--- src/rtl/sysctl_pkg.sv ---
package sysctl_pkg;
  typedef enum logic [3:0] {
    RS_ID, RS_CTRL, RS_RAND, RS_MISC,
    RS_AIN, RS_AOUT, RS_ADIR,
    RS_BIN, RS_BOUT, RS_BDIR,
    RS_CFG, RS_NONE
  } regSel_e;

  typedef struct packed {
    logic    rdEn;
    logic    wrEn;
    regSel_e sel;
  } busStrobe_t;
endpackage

--- src/rtl/sysctl_sync.sv ---
module sysctl_sync #(
  parameter int WIDTH  = 8,
  parameter int STAGES = 2
) (
  input  logic             clk,
  input  logic             rstN,
  input  logic [WIDTH-1:0] din,
  output logic [WIDTH-1:0] dout
);
  logic [WIDTH-1:0] stageQ [STAGES];

  for (genvar s = 0; s < STAGES; s++) begin : gStage
    always_ff @(posedge clk or negedge rstN) begin
      if (!rstN) stageQ[s] <= '0;
      else if (s == 0) stageQ[s] <= din;
      else stageQ[s] <= stageQ[(s == 0) ? 0 : s-1];
    end
  end

  assign dout = stageQ[STAGES-1];
endmodule

--- src/rtl/sysctl_ctrl.sv ---
module sysctl_ctrl
  import sysctl_pkg::*;
#(
  parameter int ADDR_W = 5
) (
  input  logic              busSel,
  input  logic              busWr,
  input  logic [ADDR_W-1:0] busAddr,
  output busStrobe_t        strb
);
  localparam int IDX_W = ADDR_W - 1;
  logic [IDX_W-1:0] halfIdx;

  assign halfIdx = busAddr[ADDR_W-1:1];

  always_comb begin
    strb.rdEn = busSel && !busWr;
    strb.wrEn = busSel && busWr;
    unique case (halfIdx)
      4'h0:    strb.sel = RS_ID;
      4'h1:    strb.sel = RS_CTRL;
      4'h2:    strb.sel = RS_RAND;
      4'h3:    strb.sel = RS_MISC;
      4'h4:    strb.sel = RS_AIN;
      4'h5:    strb.sel = RS_AOUT;
      4'h6:    strb.sel = RS_ADIR;
      4'h7:    strb.sel = RS_BIN;
      4'h8:    strb.sel = RS_BOUT;
      4'h9:    strb.sel = RS_BDIR;
      4'hB:    strb.sel = RS_CFG;
      default: strb.sel = RS_NONE;
    endcase
  end
endmodule

--- src/rtl/sysctl_dp.sv ---
module sysctl_dp
  import sysctl_pkg::*;
#(
  parameter int          BANK_W     = 16,
  parameter int          TOP_W      = 4,
  parameter int          SYNC_STG   = 2,
  parameter logic [15:0] MODEL_ID   = 16'h7500,
  parameter logic [3:0]  SUBMODEL   = 4'h0,
  parameter logic [3:0]  REVISION   = 4'h3,
  parameter int          RST_PIN    = 4,
  localparam int         GPIO_W     = 2*BANK_W + TOP_W,
  localparam int         SYNC_W     = GPIO_W + 3
) (
  input  logic              clk,
  input  logic              rstN,
  input  busStrobe_t        strb,
  input  logic [15:0]       wdata,
  output logic [15:0]       rdata,
  output logic              rvalid,
  input  logic [GPIO_W-1:0] gpioIn,
  output logic [GPIO_W-1:0] gpioOut,
  output logic [GPIO_W-1:0] gpioOe,
  input  logic              rtcSclIn,
  input  logic              rtcSdaIn,
  output logic              rtcSclOut,
  output logic              rtcSdaOut,
  output logic              rtcSclOe,
  output logic              rtcSdaOe,
  output logic              ledGreen,
  output logic              ledRed,
  output logic              tagClk,
  output logic              tagSi,
  output logic              tagCsN,
  input  logic              tagSo,
  input  logic [15:0]       randIn,
  input  logic              secTick,
  input  logic [2:0]        strapIn,
  output logic [4:0]        pllPhase,
  output logic              rebootReq
);
  localparam int LO  = 0;
  localparam int HI  = BANK_W;
  localparam int TOP = 2*BANK_W;

  logic [SYNC_W-1:0] syncIn;
  logic [GPIO_W-1:0] padSync;
  logic              sclSync, sdaSync, soSync;

  sysctl_sync #(.WIDTH(SYNC_W), .STAGES(SYNC_STG)) uSync (
    .clk (clk),
    .rstN(rstN),
    .din ({tagSo, rtcSclIn, rtcSdaIn, gpioIn}),
    .dout(syncIn)
  );
  assign padSync = syncIn[GPIO_W-1:0];
  assign sdaSync = syncIn[GPIO_W];
  assign sclSync = syncIn[GPIO_W+1];
  assign soSync  = syncIn[GPIO_W+2];

  logic [GPIO_W-1:0] outQ, dirQ;
  logic [1:0]  ledQ;     // [1] green, [0] red
  logic [1:0]  rtcDirQ;  // [1] scl, [0] sda
  logic [1:0]  rtcOutQ;
  logic [2:0]  tagQ;     // [2] clk, [1] si, [0] csN
  logic [4:0]  pllQ;
  logic [1:0]  scratchQ;
  logic        swEnQ;
  logic [2:0]  strapQ;
  logic        strapOpen;
  logic [15:0] randQ;
  logic [15:0] rdMux;
  logic        wrCtrl, wrMisc, wrAOut, wrADir, wrBOut, wrBDir, wrCfg;

  assign wrCtrl = strb.wrEn && strb.sel == RS_CTRL;
  assign wrMisc = strb.wrEn && strb.sel == RS_MISC;
  assign wrAOut = strb.wrEn && strb.sel == RS_AOUT;
  assign wrADir = strb.wrEn && strb.sel == RS_ADIR;
  assign wrBOut = strb.wrEn && strb.sel == RS_BOUT;
  assign wrBDir = strb.wrEn && strb.sel == RS_BDIR;
  assign wrCfg  = strb.wrEn && strb.sel == RS_CFG;

  always_ff @(posedge clk or negedge rstN) begin
    if (!rstN) begin
      outQ     <= '0;
      dirQ     <= '0;
      ledQ     <= '0;
      rtcDirQ  <= '0;
      rtcOutQ  <= '0;
      tagQ     <= 3'b001;
      pllQ     <= '0;
      scratchQ <= '0;
      swEnQ    <= 1'b0;
    end else begin
      if (wrCtrl) begin
        ledQ    <= wdata[15:14];
        rtcDirQ <= wdata[11:10];
        rtcOutQ <= wdata[9:8];
      end
      if (wrMisc) begin
        outQ[TOP +: TOP_W] <= wdata[11:8];
        dirQ[TOP +: TOP_W] <= wdata[7:4];
        tagQ               <= wdata[3:1];
      end
      if (wrAOut) outQ[HI +: BANK_W] <= wdata[BANK_W-1:0];
      if (wrADir) dirQ[HI +: BANK_W] <= wdata[BANK_W-1:0];
      if (wrBOut) outQ[LO +: BANK_W] <= wdata[BANK_W-1:0];
      if (wrBDir) dirQ[LO +: BANK_W] <= wdata[BANK_W-1:0];
      if (wrCfg) begin
        pllQ     <= wdata[10:6];
        swEnQ    <= wdata[4];
        scratchQ <= wdata[3:2];
      end
    end
  end

  // straps: open through reset, captured on first edge after release
  always_ff @(posedge clk or negedge rstN) begin
    if (!rstN) begin
      strapOpen <= 1'b1;
      strapQ    <= '0;
    end else if (strapOpen) begin
      strapOpen <= 1'b0;
      strapQ    <= strapIn;
    end
  end

  always_ff @(posedge clk or negedge rstN) begin
    if (!rstN)        randQ <= '0;
    else if (secTick) randQ <= randIn;
  end

  always_comb begin
    rdMux = '0;
    unique case (strb.sel)
      RS_ID:   rdMux = MODEL_ID;
      RS_CTRL: rdMux = {ledQ, sclSync, sdaSync, rtcDirQ, rtcOutQ, SUBMODEL, REVISION};
      RS_RAND: rdMux = randQ;
      RS_MISC: rdMux = {padSync[TOP +: TOP_W], outQ[TOP +: TOP_W],
                        dirQ[TOP +: TOP_W], tagQ, soSync};
      RS_AIN:  rdMux = padSync[HI +: BANK_W];
      RS_AOUT: rdMux = outQ[HI +: BANK_W];
      RS_ADIR: rdMux = dirQ[HI +: BANK_W];
      RS_BIN:  rdMux = padSync[LO +: BANK_W];
      RS_BOUT: rdMux = outQ[LO +: BANK_W];
      RS_BDIR: rdMux = dirQ[LO +: BANK_W];
      RS_CFG:  rdMux = {5'b0, pllQ, strapQ[2], swEnQ, scratchQ, strapQ[1:0]};
      default: rdMux = '0;
    endcase
  end

  always_ff @(posedge clk or negedge rstN) begin
    if (!rstN) begin
      rdata  <= '0;
      rvalid <= 1'b0;
    end else begin
      rvalid <= strb.rdEn;
      rdata  <= strb.rdEn ? rdMux : '0;
    end
  end

  assign gpioOut   = outQ;
  assign gpioOe    = dirQ;
  assign ledGreen  = ledQ[1];
  assign ledRed    = ledQ[0];
  assign rtcSclOe  = rtcDirQ[1];
  assign rtcSdaOe  = rtcDirQ[0];
  assign rtcSclOut = rtcOutQ[1];
  assign rtcSdaOut = rtcOutQ[0];
  assign tagClk    = tagQ[2];
  assign tagSi     = tagQ[1];
  assign tagCsN    = tagQ[0];
  assign pllPhase  = pllQ;
  assign rebootReq = swEnQ && !padSync[RST_PIN];
endmodule

--- src/rtl/sysctl_regs.sv ---
module sysctl_regs
  import sysctl_pkg::*;
#(
  parameter int          ADDR_W   = 5,
  parameter int          BANK_W   = 16,
  parameter int          TOP_W    = 4,
  parameter int          SYNC_STG = 2,
  parameter logic [15:0] MODEL_ID = 16'h7500,
  parameter logic [3:0]  SUBMODEL = 4'h0,
  parameter logic [3:0]  REVISION = 4'h3,
  parameter int          RST_PIN  = 4,
  localparam int         GPIO_W   = 2*BANK_W + TOP_W
) (
  input  logic              clk,
  input  logic              rstN,
  input  logic              busSel,
  input  logic              busWr,
  input  logic [ADDR_W-1:0] busAddr,
  input  logic [15:0]       busWdata,
  output logic [15:0]       busRdata,
  output logic              busRvalid,
  input  logic [GPIO_W-1:0] gpioIn,
  output logic [GPIO_W-1:0] gpioOut,
  output logic [GPIO_W-1:0] gpioOe,
  input  logic              rtcSclIn,
  input  logic              rtcSdaIn,
  output logic              rtcSclOut,
  output logic              rtcSdaOut,
  output logic              rtcSclOe,
  output logic              rtcSdaOe,
  output logic              ledGreen,
  output logic              ledRed,
  output logic              tagClk,
  output logic              tagSi,
  output logic              tagCsN,
  input  logic              tagSo,
  input  logic [15:0]       randIn,
  input  logic              secTick,
  input  logic [2:0]        strapIn,
  output logic [4:0]        pllPhase,
  output logic              rebootReq
);
  busStrobe_t strb;

  sysctl_ctrl #(.ADDR_W(ADDR_W)) uCtrl (
    .busSel (busSel),
    .busWr  (busWr),
    .busAddr(busAddr),
    .strb   (strb)
  );

  sysctl_dp #(
    .BANK_W(BANK_W), .TOP_W(TOP_W), .SYNC_STG(SYNC_STG),
    .MODEL_ID(MODEL_ID), .SUBMODEL(SUBMODEL), .REVISION(REVISION),
    .RST_PIN(RST_PIN)
  ) uDp (
    .clk(clk), .rstN(rstN), .strb(strb), .wdata(busWdata),
    .rdata(busRdata), .rvalid(busRvalid),
    .gpioIn(gpioIn), .gpioOut(gpioOut), .gpioOe(gpioOe),
    .rtcSclIn(rtcSclIn), .rtcSdaIn(rtcSdaIn),
    .rtcSclOut(rtcSclOut), .rtcSdaOut(rtcSdaOut),
    .rtcSclOe(rtcSclOe), .rtcSdaOe(rtcSdaOe),
    .ledGreen(ledGreen), .ledRed(ledRed),
    .tagClk(tagClk), .tagSi(tagSi), .tagCsN(tagCsN), .tagSo(tagSo),
    .randIn(randIn), .secTick(secTick), .strapIn(strapIn),
    .pllPhase(pllPhase), .rebootReq(rebootReq)
  );
endmodule

--- config.mk ---
export PLATFORM = sky130hd
export DESIGN_NAME = sysctl_regs
export DESIGN_NICKNAME = d
export VERILOG_FILES = /design/src/rtl/sysctl_pkg.sv /design/src/rtl/sysctl_sync.sv /design/src/rtl/sysctl_ctrl.sv /design/src/rtl/sysctl_dp.sv /design/src/rtl/sysctl_regs.sv
export SDC_FILE = /design/constraint.sdc
export NUM_CORES = 1
export LEC_CHECK = 0
export ABC_AREA = 1
export BUFFER_PORTS_ARGS = -buffer_cell sky130_fd_sc_hd__clkbuf_2
export CAP_MARGIN = 20
export CORE_MARGIN = 4
export CORE_UTILIZATION = 50
export DETAILED_ROUTE_END_ITERATION = 6
export PLACE_DENSITY_LB_ADDON = 0.08
export SETUP_SLACK_MARGIN = 0.02
export SLEW_MARGIN = 20
export SYNTH_ARGS = -nofsm -noshare
export SYNTH_HDL_FRONTEND = slang
export SYNTH_SLANG_ARGS = --single-unit
export TNS_END_PERCENT = 20
--- constraint.sdc ---
create_clock -name clk -period 1.07 [get_ports clk]
set_input_delay 0.1605 -clock clk [delete_from_list [all_inputs] [get_ports clk]]
set_output_delay 0.1605 -clock clk [all_outputs]
set_load 0.01 [all_outputs]
==> run metrics, run 1 <==
Seq/Total Area, Yosys between 60% and 70%; Leak Pwr 0.005816 uW; Total GRT Usage 26.52%; Fill cells 1,103; Final min period 1.319 ns; Post-Syn Area 7737 sq um; Placer Congestion 0.9437; FF/Latch Area between 5000 and 6000 sq um; nets between 1,000 and 1,500; detailed router's first-iteration violation count between 300 and 400; worst r2r dst uDp.rdata[7]; CTS max path bufs 3; Reg clk slew, reported paths 0.06 ns; Mapped Cells between 800 and 900; share of the synthesized area in the top cell type 65.33%; Initial Util 50.90%; share of layout cells above drive strength 1 a little under a third; hpwl dp between 15 and 20 mm; Initial DRT Pass Iterations 5; Final Slew Violations 0; Power Dens Cells 1830 nW/um^2; Final Non-Filler Cells 1,356; Routed Antenna Nets 0; Crit path max-delay family flip-flops; Reg2Reg Depth 7; CTS tree yes; r2r setup slk -0.04 ns; synthesized area per cell 9.648 sq um; smallest setup slack after layout -0.2489 ns; worst path required time about 0.91 ns; CP max stage delay 0.40 ns; type of the worst min-delay path in -> reg; final hold vios 0; I/O pin count 188; clk_lat worst skew about 0.50 ns; Placed Cells 1,224; Root Buffer Master clkbuf_16; VDD IR max approximately 1.5 mV; Slowest cell on crit path dfrtp_1; width of the die 132.4 um; Rows 45; first-pass GRT wire length 36.68 mm; fmax 758.2 MHz; post-layout util about three quarters; largest net degree at the start of global routing 37; GRT overflow 0; crit end category output port; final period utilization 123.3%; syn_nets 886; total power 20,630 uW; area leader, netlist dfrtp_1; yosys warns 0; vias in the first global route 6,895; Ant. Diodes 0; CP Launch Type flip-flop; # setup viols final around 110; Hold Crit Start busSel; cts bufs inserted 21; run status finished with violations; DRT Wirelength 22.89 mm; violated checks setup timing; CTS HTree Levels 1; critical path arrival 1.16 ns; total die area about 18,000 sq um; chip height 132.4 um; detail-routed net length per standard cell ~17 um; Synth area leaders dfrtp_1 65%, nor2_1 7.7%, nand2_1 7.1%; Worst path depth 2; worst path bufs/invs 1; CP cell instances nor2_1 -> buf_2; Critical Path Fanout Max 2; DR vias 6,650; RSZ-0062 raised after global routing yes; Area Growth Syn to Fin 45.70%; RR Startpoint uDp.pllPhase[1]; crit path kind reg -> out; DRC violations left 0; Yosys reg bits 204; clock sink count 204; max-cap violation count 0; CP Launch Point uDp.uSync.dout[4]; Via density 4.904; Core Box Area 15,200 sq um; Final Skew approximately 0.0069 ns; Port-buffer cells 186; post-synth cell types 20; area of the multi-input gates 2215 sq um; initial antenna violation count 0; crit path to rebootReq
-- layout make-up --
class,count,share of cell area [%]
Timing Repair Buffer,357,23.66
Clock inverter,6,0.7769
Tap cell,188,2.087
Sequential cell,204,45.31
Multi-Input combinational cell,476,19.64
Inverter,95,3.208
Clock buffer,30,5.316
-- logic make-up after synthesis --
logic type / after synthesis / synth area share (%)
and+or+nand+nor: 348 / 18.40
DFF: 204 / 66.01
buffers and inverters: 122 / 6.258
muxes: 12 / 1.746
AOI/OAI and AO/OA: 115 / 7.536
other: 1 / 0.04847
-- cells in the mapped netlist --
cell	n
dfstp_2	2
a21oi_1	47
nor2_1	159
nand3_2	1
nand4_2	3
nand4_1	17
inv_1	90
nand2_1	146
conb_1	1
clkbuf_1	6
a22oi_1	3
inv_2	5
nor2_2	2
dfrtp_1	202
buf_2	21
o21ai_1	3
mux2_2	12
nand3_1	18
o21ai_0	62
nor2_4	2
-- where the power goes --
group          internal, uW  switching, uW
registers              8740            679
logic                  1850           2040
clock network          4380           2940
total                 15000           5660
-- worst register-to-register path: stages (launching register included) --
cell and delay [ns]:
dfrtp_1 0.39, buf_4 0.14, inv_1 0.06, nor2_1 0.04
a21oi_1 0.10, nand3_1 0.12, nor2_1 0.11, nor2_1 0.04
-- state kept, by name, indices dropped and copies added (netlist names), 3 cells and up --
register and count:
uDp.strapQ 3, uDp.randQ 16, uDp.pllPhase 5, uDp.gpioOe 36
uDp.uSync.dout 39, uDp.rdata 16, uDp.uSync.stageQ 39, uDp.tagQ 3
uDp.gpioOut 36
-- placed cells by master (no fill, tap or decap), types with 14 or more instances in the layout --
cell type / instances
nand3_1: 16
o21ai_1: 19
inv_1: 90
buf_4: 78
clkbuf_2: 174
clkbuf_16: 21
o21ai_0: 46
a21oi_1: 45
nand2_1: 142
dfrtp_1: 202
nor2_1: 151
nand4_1: 17
dlygate4sd3_1: 76
buf_12: 14
-- through the flow --
| stage | TNS (ns) | hold WS [ns] | setup WS [ns] | instance area, sq um |
|---|---|---|---|---|
| floorplan | -1.003 | -0.1351 | -0.03392 | 7858 |
| global placement | -27.71 | 0.1050 | -0.3618 | 9574 |
| detailed placement | -30.60 | 0.1033 | -0.3994 | 9574 |
| CTS | -14.32 | 0.007669 | -0.2857 | 11140 |
| global route | -16.65 | 0.02350 | -0.2975 | 11270 |
| finish | -12.59 | 0.02080 | -0.2489 | 11270 |
-- timing repair --
action                                  in CTS  in global routing
gates cloned                                 0                  0
resized for setup                            7                 23
hold buffers                                76                  0
pin swaps                                    5                  4
endpoints found under the setup margin     106                119
buffers inserted                            17                  9
hold endpoints to repair                   312                  0
-- per-layer routing --
layer | GRT usage [%] | routed length (um) | vias up | part of all wire, %
met4 | 9.007 | 786 | 0 | 3.4
met1 | 35.24 | 9437 | 3148 | 41
met3 | 4.809 | 1404 | 54 | 6.1
met5 | 0 | 0 | - | 0
met2 | 44.36 | 11260 | 234 | 49
li1 | - | - | 3214 | -
-- worst min path at each step --
stage               slack, ns                 end  depth (start not counted)
floorplan               -0.14       uDp.gpioOe[0]                          0
global placement         0.10  uDp.uSync.dout[26]                          1
detailed placement       0.10  uDp.uSync.dout[26]                          1
CTS                     0.008          uDp.rvalid                          4
global route             0.02          uDp.rvalid                          4
finish                   0.02          uDp.rvalid                          4
(Power assumes the default switching activity.)
==> run 2, diff against run 1 <==
--- a/config.mk
+++ b/config.mk
@@ -11,7 +11,7 @@
 export CORE_MARGIN = 4
 export CORE_UTILIZATION = 50
 export DETAILED_ROUTE_END_ITERATION = 6
-export PLACE_DENSITY_LB_ADDON = 0.08
+export PLACE_DENSITY_LB_ADDON = 0.1
 export SETUP_SLACK_MARGIN = 0.02
 export SLEW_MARGIN = 20
 export SYNTH_ARGS = -nofsm -noshare
==> run 2 against run 1 <==
The run still ends with setup timing left; clock skew rose by 0.012 ns; worst hold slack got worse by 0.0018 ns; clock power rose by 2%; core utilization rose by 0.31 points; critical path type unchanged; final cell count fell by 0.22%; sequential power rose by 0.4%; power rose by 1.4%; maximum frequency fell by 2.5%; flip-flop and latch count did not move; critical path depth did not move; worst setup slack got worse by 0.034 ns; via count rose by 0.84%.
==> run metrics, run 2 (synthesized netlist as in run 1, its figures left out) <==
fraction of power consumed by sequential logic 45.2%; Final min period 1.353 ns; cts bufs inserted 21; I/O pin count about 190; Core Box Area 15,200 sq um; clk_lat worst skew ~0.50 ns; Rows 45; type of the worst min-delay path in -> reg; post-route cell area roughly 11,000 sq um; DRC violations left 0; Placer Congestion 0.8995; critical path arrival 1.19 ns; smallest setup slack after layout -0.2826 ns; Initial Util about half; DRT Wirelength between 20 and 25 mm; Root Buffer Master clkbuf_16; GRT overflow 0; Port-buffer cells 186; most frequent cells in the layout 202 x dfrtp_1, 174 x clkbuf_2, 150 x nor2_1, 141 x nand2_1, 88 x inv_1; CTS HTree Levels 1; Crit path max-delay family flip-flops; CP max stage delay between 0.4 and 0.5 ns; CTS max path bufs 3; total die area 17,530 sq um; detail-routed net length per standard cell around 17 um; post-layout util approximately three quarters; Via density roughly 5.0; crit path kind reg -> out; final hold vios 0; clock sink count 204; Total GRT Usage around a quarter; initial antenna violation count 0; Critical Path Fanout Max 2; detailed router's first-iteration violation count 658; final period utilization 126.4%; # setup viols final ~110; internal power 15,160 uW; Initial DRT Pass Iterations 5; area of the multi-input gates 2246 sq um; Final Slew Violations 0; Logic pwr share a little under a fifth; first-pass GRT wire length 35.50 mm; max-cap violation count 0; chip height 132.4 um; CP cell instances nor2_2 -> buf_2; pre-CTS setup slack -0.3787 ns; Final Skew about 0.019 ns; worst path required time 0.91 ns; largest net degree at the start of global routing 60; Routed Antenna Nets 0; RSZ-0062 raised after global routing yes; hpwl dp 16.14 mm; CTS tree yes; CP Launch Type flip-flop; crit end category output port; worst path bufs/invs 1; FF/Latch Area just over 5000 sq um; Reg clk slew, reported paths roughly 0.06 ns; VDD IR max 1.638 mV; width of the die 132.4 um; Ant. Diodes 0; violated checks setup timing; switch share between 20% and 30%; placed cell areas 9477 sq um; fmax 739.3 MHz; nets 1,234; Net Sw Power 5749 uW; DR vias 6,706; Clock power frac 35.7%; share of layout cells above drive strength 1 30.99%; Fill cells 1,092; Slowest cell on crit path dfrtp_1; Leak Pwr slightly below 0.006 uW; vias in the first global route 6,647; run status finished with violations; Area Growth Syn to Fin 46.31%; Power Dens Cells roughly 1800 nW/um^2; most common cell after layout, fill and taps aside dfrtp_1
run 2: cell count changes in the layout (fill, tap and decap cells not counted), sizes merged:
| cell | previous run | this run |
|---|---|---|
| clkinvlp | 0 | 1 |
| buf | 104 | 101 |
| clkinv | 3 | 4 |
| clkbuf | 207 | 205 |
run 2: stage by stage:
stage | power [uW] | cells | setup TNS [ns] | hold WS (ns)
finish | 20910 | 1353 | -12.24 | 0.01902
CTS | 20650 | 1335 | -13.84 | 0.0004424
global placement | 12690 | 1206 | -20.33 | 0.02506
global route | 21830 | 1353 | -16.35 | 0.05968
detailed placement | 12750 | 1206 | -22.72 | 0.02246
floorplan | 10880 | 802 | -1.003 | -0.1351
run 2: tightest hold or removal path, delay by kind of cell:
family / cells / cell delay, ns
buf+inv: 3 / 0.26
simple gates: 1 / 0.04
run 2: power by group through the flow:
stage | logic, uW | registers (uW) | clock network, uW
6_report | 3970 | 9460 | 7470
5_1_grt | 4360 | 9560 | 7910
4_1_cts | 3620 | 9440 | 7580
3_5_place_dp | 3130 | 9610 | 0
3_3_place_gp | 3080 | 9600 | 0
2_1_floorplan | 1100 | 9770 | 0
run 2: path summary, 6_finish.rpt:
kind | endpoint | start | cells after the start | slack (ns)
worst max register to register | uDp.rdata[12] | uDp.gpioOut[12] | 7 | -0.07
min in group asynchronous | uDp.gpioOut[33] | rstN | 2 | 0.08
worst max-delay path | rebootReq | uDp.uSync.dout[4] | 2 | -0.28
max in group asynchronous | uDp.strapOpen | rstN | 3 | 0.43
worst min register to register | uDp.uSync.dout[17] | uDp.uSync.stageQ[56] | 0 | 0.35
worst min-delay path | uDp.rvalid | busSel | 4 | 0.02
run 2: layout make-up:
cell class | count | area share, %
Clock buffer | 30 | 5.471
Clock inverter | 8 | 0.8510
Inverter | 95 | 3.216
Multi-Input combinational cell | 476 | 19.84
Sequential cell | 204 | 45.11
Tap cell | 188 | 2.078
Timing Repair Buffer | 352 | 23.43
run 2: per-layer routing:
metal	up-vias	wire [um]	global-route usage [%]
met2	271	11430	43.42
met4	0	565	6.986
met3	42	1688	6.107
met1	3181	9343	34.12
li1	3212	-	-
met5	-	0	0
run 2: repair_timing:
action                                 CTS  global route
setup endpoints to repair              104           120
hold buffers                            76             0
endpoints found under the hold margin  307             0
gates resized for setup                  2            38
buffers inserted                        17            18
pin swaps                                5            20
